$ cat src/rtl/dac_fe_pkg.sv
package dac_fe_pkg;

    localparam int unsigned CODE_W = 12;
    localparam int unsigned BUS_W  = 16;
    localparam int unsigned ADDR_W = 3;

    typedef enum logic [ADDR_W-1:0] {
        ADR_CTRL   = 3'd0,
        ADR_SWTRIG = 3'd1,
        ADR_D12R   = 3'd2,
        ADR_D12L   = 3'd3,
        ADR_D8R    = 3'd4,
        ADR_OUT    = 3'd5
    } reg_addr_e;

    typedef struct packed {
        logic src_ext;
        logic trig_en;
        logic chan_en;
    } ctrl_t;

    function automatic logic is_data_addr(input logic [ADDR_W-1:0] a);
        return (a == ADR_D12R) || (a == ADR_D12L) || (a == ADR_D8R);
    endfunction

    function automatic logic [CODE_W-1:0] align_sample(
        input logic [ADDR_W-1:0] a,
        input logic [BUS_W-1:0]  d
    );
        logic [CODE_W-1:0] r;
        case (a)
            ADR_D12L: r = d[BUS_W-1 -: CODE_W];
            ADR_D8R:  r = {d[7:0], {(CODE_W-8){1'b0}}};
            default:  r = d[CODE_W-1:0];
        endcase
        return r;
    endfunction

endpackage

$ cat src/rtl/dac_fe_regs.sv
module dac_fe_regs
    import dac_fe_pkg::*;
(
    input  logic              clk,
    input  logic              rst,
    input  logic              wr_en,
    input  logic [ADDR_W-1:0] wr_addr,
    input  logic [BUS_W-1:0]  wr_data,
    input  logic              sw_clr,
    output ctrl_t             ctrl_q,
    output logic [CODE_W-1:0] hold_q,
    output logic              sw_bit_q,
    output logic              data_wr
);

    assign data_wr = wr_en && is_data_addr(wr_addr);

    always_ff @(posedge clk) begin
        if (rst) begin
            ctrl_q   <= '0;
            hold_q   <= '0;
            sw_bit_q <= 1'b0;
        end else begin
            if (wr_en && wr_addr == ADR_CTRL)
                ctrl_q <= ctrl_t'(wr_data[$bits(ctrl_t)-1:0]);
            if (data_wr)
                hold_q <= align_sample(wr_addr, wr_data);
            if (wr_en && wr_addr == ADR_SWTRIG && wr_data[0])
                sw_bit_q <= 1'b1;
            else if (sw_clr)
                sw_bit_q <= 1'b0;
        end
    end

endmodule

$ cat src/rtl/dac_fe_xfer.sv
module dac_fe_xfer
    import dac_fe_pkg::*;
#(
    parameter int unsigned TRIG_LAT = 3
) (
    input  logic              clk,
    input  logic              rst,
    input  ctrl_t             ctrl,
    input  logic [CODE_W-1:0] hold,
    input  logic              sw_bit,
    input  logic              ext_trig,
    input  logic              data_wr,
    output logic [CODE_W-1:0] out_q,
    output logic              busy_q,
    output logic              fire,
    output logic              sw_done
);

    localparam int unsigned CW = (TRIG_LAT > 1) ? $clog2(TRIG_LAT) : 1;

    logic          ext_q;
    logic          auto_q;
    logic          armed_sw_q;
    logic [CW-1:0] cnt_q;
    logic          ext_evt, sw_evt, arm;

    assign ext_evt = ext_trig && !ext_q && ctrl.src_ext;
    assign sw_evt  = sw_bit && !ctrl.src_ext;
    assign arm     = ctrl.trig_en && !busy_q && (ext_evt || sw_evt);
    assign fire    = busy_q && (cnt_q == '0);
    assign sw_done = fire && armed_sw_q;

    always_ff @(posedge clk) begin
        if (rst) begin
            ext_q      <= 1'b0;
            auto_q     <= 1'b0;
            armed_sw_q <= 1'b0;
            busy_q     <= 1'b0;
            cnt_q      <= '0;
            out_q      <= '0;
        end else begin
            ext_q  <= ext_trig;
            auto_q <= data_wr && !ctrl.trig_en;
            if (fire || auto_q)
                out_q <= hold;
            if (arm) begin
                busy_q     <= 1'b1;
                cnt_q      <= CW'(TRIG_LAT - 1);
                armed_sw_q <= sw_evt;
            end else if (fire) begin
                busy_q     <= 1'b0;
                armed_sw_q <= 1'b0;
            end else if (busy_q) begin
                cnt_q <= cnt_q - 1'b1;
            end
        end
    end

endmodule

$ cat src/rtl/dac_fe_top.sv
module dac_fe_top
    import dac_fe_pkg::*;
#(
    parameter int unsigned TRIG_LAT = 3
) (
    input  logic              clk,
    input  logic              rst,
    input  logic              wr_en,
    input  logic [ADDR_W-1:0] wr_addr,
    input  logic [BUS_W-1:0]  wr_data,
    input  logic [ADDR_W-1:0] rd_addr,
    output logic [BUS_W-1:0]  rd_data,
    input  logic              ext_trig,
    output logic              conv_en,
    output logic [CODE_W-1:0] conv_code
);

    ctrl_t             ctrl_q;
    logic [CODE_W-1:0] hold_q;
    logic              sw_bit_q;
    logic              data_wr;
    logic              busy_q;
    logic              fire;
    logic              sw_done;

    dac_fe_regs u_regs (
        .clk      (clk),
        .rst      (rst),
        .wr_en    (wr_en),
        .wr_addr  (wr_addr),
        .wr_data  (wr_data),
        .sw_clr   (sw_done),
        .ctrl_q   (ctrl_q),
        .hold_q   (hold_q),
        .sw_bit_q (sw_bit_q),
        .data_wr  (data_wr)
    );

    dac_fe_xfer #(.TRIG_LAT(TRIG_LAT)) u_xfer (
        .clk      (clk),
        .rst      (rst),
        .ctrl     (ctrl_q),
        .hold     (hold_q),
        .sw_bit   (sw_bit_q),
        .ext_trig (ext_trig),
        .data_wr  (data_wr),
        .out_q    (conv_code),
        .busy_q   (busy_q),
        .fire     (fire),
        .sw_done  (sw_done)
    );

    assign conv_en = ctrl_q.chan_en;

    always_comb begin
        rd_data = '0;
        case (rd_addr)
            ADR_CTRL:   rd_data = BUS_W'(ctrl_q);
            ADR_SWTRIG: rd_data = BUS_W'(sw_bit_q);
            ADR_D12R:   rd_data = BUS_W'(hold_q);
            ADR_D12L:   rd_data = {hold_q, {(BUS_W-CODE_W){1'b0}}};
            ADR_D8R:    rd_data = BUS_W'(hold_q[CODE_W-1 -: 8]);
            ADR_OUT:    rd_data = BUS_W'(conv_code);
            default:    rd_data = '0;
        endcase
    end

endmodule

$ cat config.mk
export PLATFORM = sky130hd
export DESIGN_NAME = dac_fe_top
export DESIGN_NICKNAME = d
export VERILOG_FILES = /design/src/rtl/dac_fe_pkg.sv /design/src/rtl/dac_fe_regs.sv /design/src/rtl/dac_fe_xfer.sv /design/src/rtl/dac_fe_top.sv
export SDC_FILE = /design/constraint.sdc
export NUM_CORES = 1
export LEC_CHECK = 0
export ABC_CLOCK_PERIOD_IN_PS = 1400
export BUFFER_PORTS_ARGS = -buffer_cell sky130_fd_sc_hd__buf_2
export CAP_MARGIN = 25
export CORE_MARGIN = 8
export CORE_UTILIZATION = 35
export DETAILED_ROUTE_END_ITERATION = 6
export HOLD_SLACK_MARGIN = 0.08
export PLACE_DENSITY = 0.67
export SLEW_MARGIN = 20
export SYNTH_ARGS = -nofsm -noshare
export SYNTH_HDL_FRONTEND = slang
export SYNTH_HIERARCHICAL = 1
export SYNTH_SLANG_ARGS = --single-unit
$ cat constraint.sdc
create_clock -name clk -period 1.4 [get_ports clk]
set_input_delay 0.07 -clock clk [delete_from_list [all_inputs] [get_ports clk]]
set_output_delay 0.07 -clock clk [all_outputs]
set_load 0.01 [all_outputs]
==> Word-level counts from Yosys, hierarchy flattened <==
Index checks and enable logic that the tools add are counted.
{ "word_totals": {"out_inout_bits": 29, "input_bits": 26, "regBits": 34} }
{ "classes": {"n_bitwise": 1, "reduce_logical": 29, "n_eq_ne": 10, "add_sub_neg": 1, "mux": 10} }
{ "op_table": {"columns": ["op", "n"], "rows": [
  ["one-hot mux 16 bit (6 select lines)", 1],
  ["one-hot mux 12 bit (2 select lines)", 1],
  ["equality test 3 x 2 -> 1 bit (second input constant)", 4],
  ["logical AND 1 bit", 12],
  ["equality test 3 bit (second input constant)", 3],
  ["equality test 3 x 1 -> 1 bit (second input constant)", 2],
  ["logical NOT 3 bit", 2],
  ["2-to-1 mux 2 bit", 3],
  ["nonzero test 2 bit", 3],
  ["2-to-1 mux 1 bit", 5],
  ["logical NOT 1 bit", 4],
  ["logical OR 1 bit", 4],
  ["AND reduction 2 bit", 2],
  ["logical NOT 2 bit", 1],
  ["!= test 2 bit (second input constant)", 1],
  ["OR reduction 2 bit", 1],
  ["subtractor 2 x 1 -> 2 bit (second input constant)", 1],
  ["inverter 1 bit", 1]
]} }

==> Depth between registers and ports, before layout <==
{ "depth": {"depth_word": 7, "mapped_depth": 6, "mapped_depth_nobuf": 5} }

==> By module <==
Netlist, hierarchy kept.
{ "modules_own_cells": {"columns": ["module", "cells_per_inst", "instances", "area_per_inst_um2"], "rows": [
  ["dac_fe_regs", 107, 1, 1038.5],
  ["dac_fe_xfer", 85, 1, 733.2],
  ["dac_fe_top", 57, 1, 414.1]
]} }

==> Worst setup path before layout <==
Ideal clock, no wire load.
{ "synth_timing": {"kind": "register to register", "from": "reg u_xfer.cnt_q[0]", "to": "reg u_xfer.out_q[10]", "stages_incl_launch_ff": 7, "slack_ns": 0.167, "arrival_ns": 1.101, "path_cell_list": "dfxtp_1 inv_1 ha_1 a21o_2 buf_6 nand2_1 a21oi_1"} }
{ "synth_via": {"elab_chain_cells": 3} }
{ "synth_rtl": {"columns": ["item", "line_no", "rtl"], "rows": [
  ["start: declaration", "dac_fe_xfer.sv:24", "logic [CW-1:0] cnt_q;"],
  ["start signal: assignment", "dac_fe_xfer.sv:48", "cnt_q <= CW'(TRIG_LAT - 1);"],
  ["start signal: assignment", "dac_fe_xfer.sv:54", "cnt_q <= cnt_q - 1'b1;"],
  ["logical NOT 2 bit", "dac_fe_xfer.sv:30", "assign fire = busy_q && (cnt_q == '0);"],
  ["logical AND 1 bit", "dac_fe_xfer.sv:30", null],
  ["logical OR 1 bit", "dac_fe_xfer.sv:44", "if (fire || auto_q)"],
  ["end signal: assignment", "dac_fe_xfer.sv:45", "out_q <= hold;"],
  ["end: declaration", "dac_fe_xfer.sv:13", "output logic [CODE_W-1:0] out_q,"]
]} }
Every way passes these cells.
A chain may end at the register's enable or synchronous reset.

==> Worst setup path in the final report <==
{ "layout_timing": {"from": "reg, netlist name u_regs/ctrl_q[0]", "to": "out rd_data[0]"} }
{ "layout_via": {"elab_chain_cells": 1} }
{ "layout_rtl": {"columns": ["item", "line_no", "rtl"], "rows": [
  ["one-hot mux 16 bit (6 select lines)", "dac_fe_top.sv:57", "case (rd_addr)"],
  ["end: declaration", "dac_fe_top.sv:12", "output logic [BUS_W-1:0] rd_data,"]
]} }
Every way passes these cells.

==> results.tsv <==
stage	metric	value	unit
setup_path	path_cells	mux2_4 > o32a_1 > buf_2	
setup_path	timing.rr.start	u_xfer/cnt_q[0]$_SDFFE_PP0P_	
synth	ys_seq_area_frac	0.311	
clock_tree	clk_latency	0.29	ns
final_layout	final_area	2690	um^2
synth	synth_ff_type	dfxtp_1	
power_and_ir_drop	p_leak	1.09	nW
final_layout	diodes	0	
floorplan	start_util	0.365	
synth	async_flop_share	0	
floorplan	die-area	9030	um^2
clock_tree	cts_sinks	34	
setup_path	cp.arrival	1.31	ns
setup_path	start_kind	flip-flop	
sta	tns	0	ns
floorplan	ioPinCount	55	
power_and_ir_drop	power	2.40	mW
final_layout	nets	329	
power_and_ir_drop	peakVddDrop	0.378	mV
drt	drc	0	
worst_hold_path	min_to	u_regs/ctrl_q[0]$_SDFFE_PP0P_	
drt	drt_first_iter_violations	97	
synth	synth_top_family_by_area	simple AND/OR/NAND/NOR gates	
synth	syn_nets	276	
grt	grt_max_degree	23	
clock_tree	cts_tree	built	
worst_hold_path	whs_path_depth	3	
setup_path	cp_max_fo	3	
grt	first_global_vias	2053	
clock_tree	root_buffer	clkbuf_8	
place	gp_congestion	0.891	
sta	setup_viol	0	
place	io_buffers	54	
synth	synth_cell_type_count	57	
clock_tree	cts_buffer_depth	2	
synth	syn_avg_cell_area	8.78	um^2
final_layout	final_layout_size_suffix_gt1_frac	0.393	
synth	synth-simple-area-share	0.280	
place	dpl.hpwl	4.77	mm
run_status	status	finished, final reports clean	
final_layout	regArea	689	um^2
power_and_ir_drop	power_density	891	nW/um^2
synth	yosysWarnings	6	
drt	firstDrtPassIters	4	
sta	post-route-period-util	0.983	
sta	fin_crit	1.38	ns
drt	num_vias	2117	
grt	grt_pass1_wl	10.3	mm
final_layout	multi_input_area	1370	um^2
floorplan	fp.dieH	95.0	um
grt	antenna_found_initial	0	
sta	hold_viol_final	0	
worst_hold_path	min_path_type	in2reg	
sta	hold_slack	0.0880	ns
synth	synth_edf_count	0	
grt	grt_use_total	0.144	
clock_tree	clk_pin_slew	0.07	ns
synth	synth_xor_area_frac	0.00401	
drt	totalWireLength	6.36	mm
floorplan	rows	28	
clock_tree	cts_buffers	5	
setup_path	worst_r2r_path_depth	5	
setup_path	slowest_stage	dfxtp_2	
grt	overflow	0	
sta	slew_headroom	0.664	
setup_path	slowest_delay	0.34	ns
synth	synthMuxAreaShare	0.0372	
sta	final_max_slew_viol_count	0	
synth	ys_ff_latch	34	
final_layout	num-fill-cells	596	
setup_path	critical_path_class	reg2out	
setup_path	r2r-end	u_xfer/out_q[2]$_SDFFE_PP0P_	
sta	timing.fmax	726	MHz
drt	wl_per_cell	16.8	um
worst_hold_path	holdCritStartpoint	wr_data[0]	
synth	syn_inst	249	
place	place_area	2510	um^2
final_layout	area_growth	23.1	%
floorplan	coreArea	5990	um^2
synth	netlist_area	2190	um^2
floorplan	die_w	95.0	um
drt	avgViaCountPerCell	5.60	
sta	fin_skew	0.00414	ns
drt	final_antenna_net_count	0	
clock_tree	h-tree-depth	2	
sta	worst-slew-pin-transition	0.504	ns
synth	synthAdderAreaFrac	0.00572	
setup_path	worstPathRequired	1.33	ns
flow_run	drv_cap	0	
setup_path	rrSetupSlack	0.12	ns
synth	synth-compound-area-share	0.280	
sta	rsz0062_at_grt	yes	
final_layout	utilization	0.449	
setup_path	end_kind	primary output	
## how the worst max path moves through the flow
stage / slack (ns) / end / from / cells past startpoint
floorplan: 0.17 / u_xfer/out_q[10]$_SDFFE_PP0P_ / u_xfer/cnt_q[0]$_SDFFE_PP0P_ / 6
global placement: 0.12 / u_xfer/out_q[10]$_SDFFE_PP0P_ / u_xfer/cnt_q[0]$_SDFFE_PP0P_ / 5
detailed placement: 0.07 / u_xfer/armed_sw_q$_SDFFE_PP0P_ / u_xfer/cnt_q[0]$_SDFFE_PP0P_ / 5
CTS: -0.02 / rd_data[0] / u_regs/ctrl_q[0]$_SDFFE_PP0P_ / 3
global route: -0.02 / rd_data[0] / u_regs/ctrl_q[0]$_SDFFE_PP0P_ / 3
finish: 0.02 / rd_data[0] / u_regs/ctrl_q[0]$_SDFFE_PP0P_ / 3
## logic make-up (layout without fill, tap and decap cells)
logic type | count (synthesis) | in the layout
flip-flops | 34 | 34
multiplexers | 8 | 8
AO/OA/AOI/OAI | 81 | 81
XOR/XNOR | 1 | 1
AND/OR/NAND/NOR | 96 | 96
adder cells (fa/ha/maj) | 1 | 1
buffers and inverters | 28 | 82
## synthesized netlist by cell type, drive strengths merged, types with 5 or more instances
master / instances / area share
a21oi: 30 / 0.070
a311oi: 8 / 0.055
a31oi: 9 / 0.026
a32oi: 8 / 0.032
and3: 5 / 0.015
and4b: 8 / 0.037
buf: 18 / 0.062
clkbuf: 5 / 0.0097
dfxtp: 34 / 0.31
inv: 5 / 0.0086
mux2i: 7 / 0.032
nand2: 26 / 0.045
nand2b: 8 / 0.024
nor2: 7 / 0.019
nor2b: 10 / 0.030
nor3: 12 / 0.027
or2: 6 / 0.017
## timing repair
action	in CTS	in global routing
setup endpoints to repair	3	20
hold buffers	1	0
setup buffers	0	2
resized for setup	2	15
endpoints found under the hold margin	1	0
## cells in the final DEF (no fill, tap or decap), types with 5 or more instances in the layout
cell | synthesis | final
nor3_1 | 12 | 12
nor2_1 | 6 | 6
buf_2 | 7 | 54
dfxtp_1 | 34 | 27
nand2_1 | 26 | 26
a21oi_1 | 29 | 27
and4b_1 | 8 | 8
dfxtp_2 | 0 | 7
nor2b_1 | 9 | 6
a32oi_1 | 8 | 8
mux2i_1 | 7 | 7
a311oi_2 | 8 | 8
nand2b_1 | 7 | 7
buf_4 | 4 | 12
clkbuf_8 | 0 | 5
a31oi_1 | 9 | 9
## cell type report
cell class                 instances  area share
tap                               75      0.0349
clock inverter                     3      0.0149
clock buffer                       5      0.0256
timing repair buffer              69       0.152
multi-input combinational        187       0.509
sequential                        34       0.256
inverter                           5     0.00697
## worst max-delay path: cells and delay by family, from the launching register on
kind                   cells  cell delay [ns]
DFF                        1             0.34
muxes                      1             0.26
AOI/OAI and AO/OA          1             0.28
buffers and inverters      1             0.14
## where the power goes
group,internal [mW],leakage (nW),switching (mW)
logic,0.203,0.748,0.261
registers,1.01,0.280,0.0423
clock network,0.523,0.0579,0.359
total,1.74,1.09,0.662
## state kept, by name (all words and copies together) (netlist names)
signal,flops
u_regs/sw_bit_q,1
u_xfer/ext_q,1
u_xfer/auto_q,1
u_regs/hold_q,12
u_xfer/busy_q,1
u_xfer/armed_sw_q,1
u_regs/ctrl_q,3
u_xfer/out_q,12
u_xfer/cnt_q,2
## stage by stage
step,std cells,worst slack [ns]
floorplan,249,0.167
global placement,367,0.117
detailed placement,367,0.0712
CTS,376,-0.0195
global route,378,-0.0183
finish,378,0.0233
## layer usage
layer | up-vias | part of all wire | GRT usage
met5 | - | 0 | 0
met4 | 0 | 0.017 | 0.0650
met3 | 7 | 0.069 | 0.0322
met2 | 67 | 0.46 | 0.229
met1 | 1000 | 0.45 | 0.183
li1 | 1043 | - | -
Note: power is estimated with default switching activity, not from simulation.
